===== config.mk =====
export PLATFORM = sky130hd
export DESIGN_NAME = fe_link_mon
export DESIGN_NICKNAME = d
export VERILOG_FILES = /design/src/rtl/fe_link_mon.sv
export SDC_FILE = /design/constraint.sdc
export NUM_CORES = 1
export LEC_CHECK = 0
export BUFFER_PORTS_ARGS = -buffer_cell sky130_fd_sc_hd__buf_2
export CAP_MARGIN = 20
export CORE_UTILIZATION = 29
export CTS_BUF_LIST = sky130_fd_sc_hd__clkbuf_4
export CTS_CLUSTER_DIAMETER = 30
export CTS_CLUSTER_SIZE = 10
export DETAILED_ROUTE_END_ITERATION = 16
export PLACE_DENSITY = 0.55
export SKIP_LAST_GASP = 1
export SYNTH_ARGS = -nofsm -noshare
export SYNTH_HDL_FRONTEND = slang
export SYNTH_SLANG_ARGS = --single-unit

===== constraint.sdc =====
create_clock -name clk -period 3.25 [get_ports clk]
set_input_delay 0.975 -clock clk [delete_from_list [all_inputs] [get_ports clk]]
set_output_delay 0.975 -clock clk [all_outputs]
set_load 0.02 [all_outputs]

===== src/rtl/fe_link_mon.sv =====
module fe_link_mon #(
  parameter int QUAL_CYCLES = 1250000,
  localparam int CW = $clog2(QUAL_CYCLES + 1)
) (
  input  logic clk,
  input  logic rst_n,
  input  logic lock_i,
  input  logic aneg_en_i,
  input  logic lfo_ovr_i,
  input  logic tx_en_i,
  input  logic stat_rd_i,
  input  logic irq_ack_i,
  output logic link_up_o,
  output logic link_latched_o,
  output logic irq_o,
  output logic aneg_restart_o,
  output logic tx_en_o,
  output logic flp_req_o
);

  localparam logic [CW-1:0] LAST = CW'(QUAL_CYCLES - 1);

  logic [CW-1:0] run_q;
  logic          link_q, link_d;
  logic          lat_q, irq_q, rst_pulse_q;
  logic          rise, fall;

  assign link_d = lock_i && (link_q || run_q == LAST);
  assign rise   = !link_q && link_d;
  assign fall   = link_q && !link_d;

  always_ff @(posedge clk or negedge rst_n) begin
    if (!rst_n) begin
      run_q       <= '0;
      link_q      <= 1'b0;
      lat_q       <= 1'b0;
      irq_q       <= 1'b0;
      rst_pulse_q <= 1'b0;
    end else begin
      if (!lock_i)           run_q <= '0;
      else if (run_q < LAST) run_q <= run_q + 1'b1;
      link_q      <= link_d;
      if (fall)           lat_q <= 1'b0;
      else if (stat_rd_i) lat_q <= link_d;
      if (rise || fall)   irq_q <= 1'b1;
      else if (irq_ack_i) irq_q <= 1'b0;
      rst_pulse_q <= fall && aneg_en_i;
    end
  end

  assign link_up_o      = link_q;
  assign link_latched_o = lat_q;
  assign irq_o          = irq_q;
  assign aneg_restart_o = rst_pulse_q;
  assign tx_en_o        = tx_en_i && (link_q || (lfo_ovr_i && !aneg_en_i));
  assign flp_req_o      = aneg_en_i && !link_q;

endmodule


==> impl_metrics.yaml <==
die:
  die_y_um: 73.0
  dieArea_um2: 5330
  start_util_pct: 30.5
  die_width_um: 73.0
  core_um2: 4790
  io_pins: 14
  rows: 25
global_routing:
  grt_pass1_wl_um: 5330
  grt_max_degree: 26
  antenna_found_initial: 0
  grt_overflow: 0
  grt_use_total_pct: 12.7
  grt_pass1_vias: 1107
sta:
  tightest_slew_ns: 0.805
  final.setup_skew_ns: 0.00932
  finalSetupTns_ns: 0
  maxSlewViolCount: 0
  relSlewSlack_pct: 46.3
  fin_crit_sh_pct: 77.4
  max_freq_ghz: 0.398
  rsz0062_at_grt: "no"
  period_needed_ns: 2.51
  hold_slack_ns: 0.561
  setup_ws_ns: 0.736
  hold_viol: 0
  finalSetupViolations: 0
finish:
  layout-drive-gt1-share_pct: 13.4
  layout_common_cells: "dfrtp_1 (25), nand2_1 (20), a21oi_1 (13), buf_2 (13)"
  final_nets: 182
  n_antenna_cell: 0
  final_cells: 239
  layout_commonest_cell: "dfrtp_1"
  area_growth_pct: 10.5
clock_tree:
  htree_levels: 1
  ctsResizeCount: 0
  cts_max_path_buffers: 2
  cts_setup_buffers: 0
  cts_root_buf: "clkbuf_4"
  cts_tree: "yes"
  cts.hold.buffers_added: 0
  clk_pin_slew_ns: 0.14
  cts_buffers: 3
  insertion_delay_ns: 0.32
  clock-sinks: 25
route:
  firstDrtPassIters: 4
  drc_errors: 0
  via_per_inst: 5.17
  vias: 1236
  wl_per_cell_um: 12.6
  detail-route-antenna-nets: 0
  drt-initial-drc-count: 41
  routed_wl_um: 3010
pwr:
  power.density_nw_per_um2: 308
  p_leak_nw: 0.604
  peakVddDrop_uv: 119
  report.power.total_mw: 0.497
synthesis:
  async_flop_share_pct: 100
  yosysWarnings: 0
  synth_top_area_share_pct: 42.8
  synthTopCellsByArea: "dfrtp_1 (43%), mux2i_1 (6.2%), nand2_1 (5.1%), or4_1 (4.6%), a21oi_1 (4.5%)"
  synth_fp_nets: 169
  synth.largest_area_cell: "dfrtp_1"
  ys_seq_area_share_pct: 42.8
  synthDistinctLibCells: 33
  syn_inst: 160
  synth_seq_cells: 25
  synthesis.area_um2: 1460
  synth-edff-count: 0
  avgSynthCellArea_um2: 9.13
  ys.flop_type: "dfrtp_1"
setup_path:
  crit_path_end_kind: "output pin"
  crit_fanout: 3
  r2r_end: "run_q[19]$_DFFE_PN0P_"
  crit_type: "in2out"
  arrival_ns: 1.54
  critPathLaunchType: "input port"
  timing.rr.start: "run_q[11]$_DFFE_PN0P_"
  ff2ff_setup_slack_ns: 0.75
  rr_worst_depth: 5
  worstPathRequired_ns: 2.27
worst_hold_path:
  hp-class: "reg2reg"
  min_path_cells: 1
  hp-start: "run_q[20]$_DFFE_PN0P_"
  hold_end: "run_q[20]$_DFFE_PN0P_"
run:
  cap_violations: 0
placement:
  hpwl_um: 2190
  gp_congestion: 0.765
  dpl.cell_count: 235
  portBuffers: 13
  dpl_worst_slack_ns: 0.726
run_status:
  status: "finished clean"
critical path, stage by stage:
cell	delay, ns
buf_2	0.11
nand2b_1	0.12
a21boi_0	0.15
buf_2	0.18
cell usage after synthesis (2+ instances only):
library cell	n
nand4_1	8
and3_1	2
dfrtp_1	25
nor3_1	9
nor4_1	3
buf_2	2
clkbuf_1	3
o21ai_0	4
nor2b_1	2
inv_1	5
nor4_2	2
or3_1	2
a21oi_1	13
o22ai_1	2
mux2i_1	9
nand2_1	20
nor2_1	5
nand3_1	6
nand2b_1	9
or4_1	9
o31ai_1	8
worst max-delay path by stage:
stage | start | end | slack (ns) | cells after the start
floorplan | aneg_en_i | tx_en_o | 0.67 | 2
global placement | aneg_en_i | tx_en_o | 0.73 | 4
detailed placement | aneg_en_i | tx_en_o | 0.73 | 4
CTS | aneg_en_i | tx_en_o | 0.72 | 4
global route | run_q[11]$_DFFE_PN0P_ | run_q[1]$_DFFE_PN0P_ | 0.64 | 5
finish | aneg_en_i | tx_en_o | 0.74 | 4
layout make-up:
class                   count  area [µm²]
clock buffers               3        22.5
clock inverters             1        7.51
fillers                   486        3170
inverters                   5        18.8
multi-input cells         124         785
flip-flops and latches     25         626
well taps                  67        83.8
repair buffers             14        72.6
report_power, final:
group          switching [mW]  leakage, nW  internal [mW]
Combinational          0.0220        0.244         0.0114
Sequential            0.00374        0.346          0.315
Clock                  0.0980       0.0139         0.0470
routing by layer:
| metal | track usage [%] | vias up | routed length, µm |
|---|---|---|---|
| met5 | 0 | - | 0 |
| met4 | 3.27 | 0 | 25 |
| met3 | 1.66 | 4 | 66 |
| met2 | 19.0 | 16 | 1340 |
| met1 | 19.1 | 583 | 1580 |
| li1 | - | 633 | - |
state kept, by name, summed over array words and instances (netlist names):
register,flops
irq_o,1
aneg_restart_o,1
link_up_o,1
link_latched_o,1
run_q,21
stage by stage:
step / area (µm²) / util [%]
finish: 1620 / 33.8
global route: 1620 / 33.8
CTS: 1620 / 33.8
detailed placement: 1590 / 33.1
global placement: 1590 / 33.1
floorplan: 1460 / -
cells by family after synthesis:
logic type	synth area share [%]
buffers and inverters	3.51
adder cells (fa/ha/maj)	0.856
multiplexers	6.16
AND/OR/NAND/NOR	31.0
AO/OA/AOI/OAI	15.7
flip-flops	42.8
(Power assumes the default switching activity.)
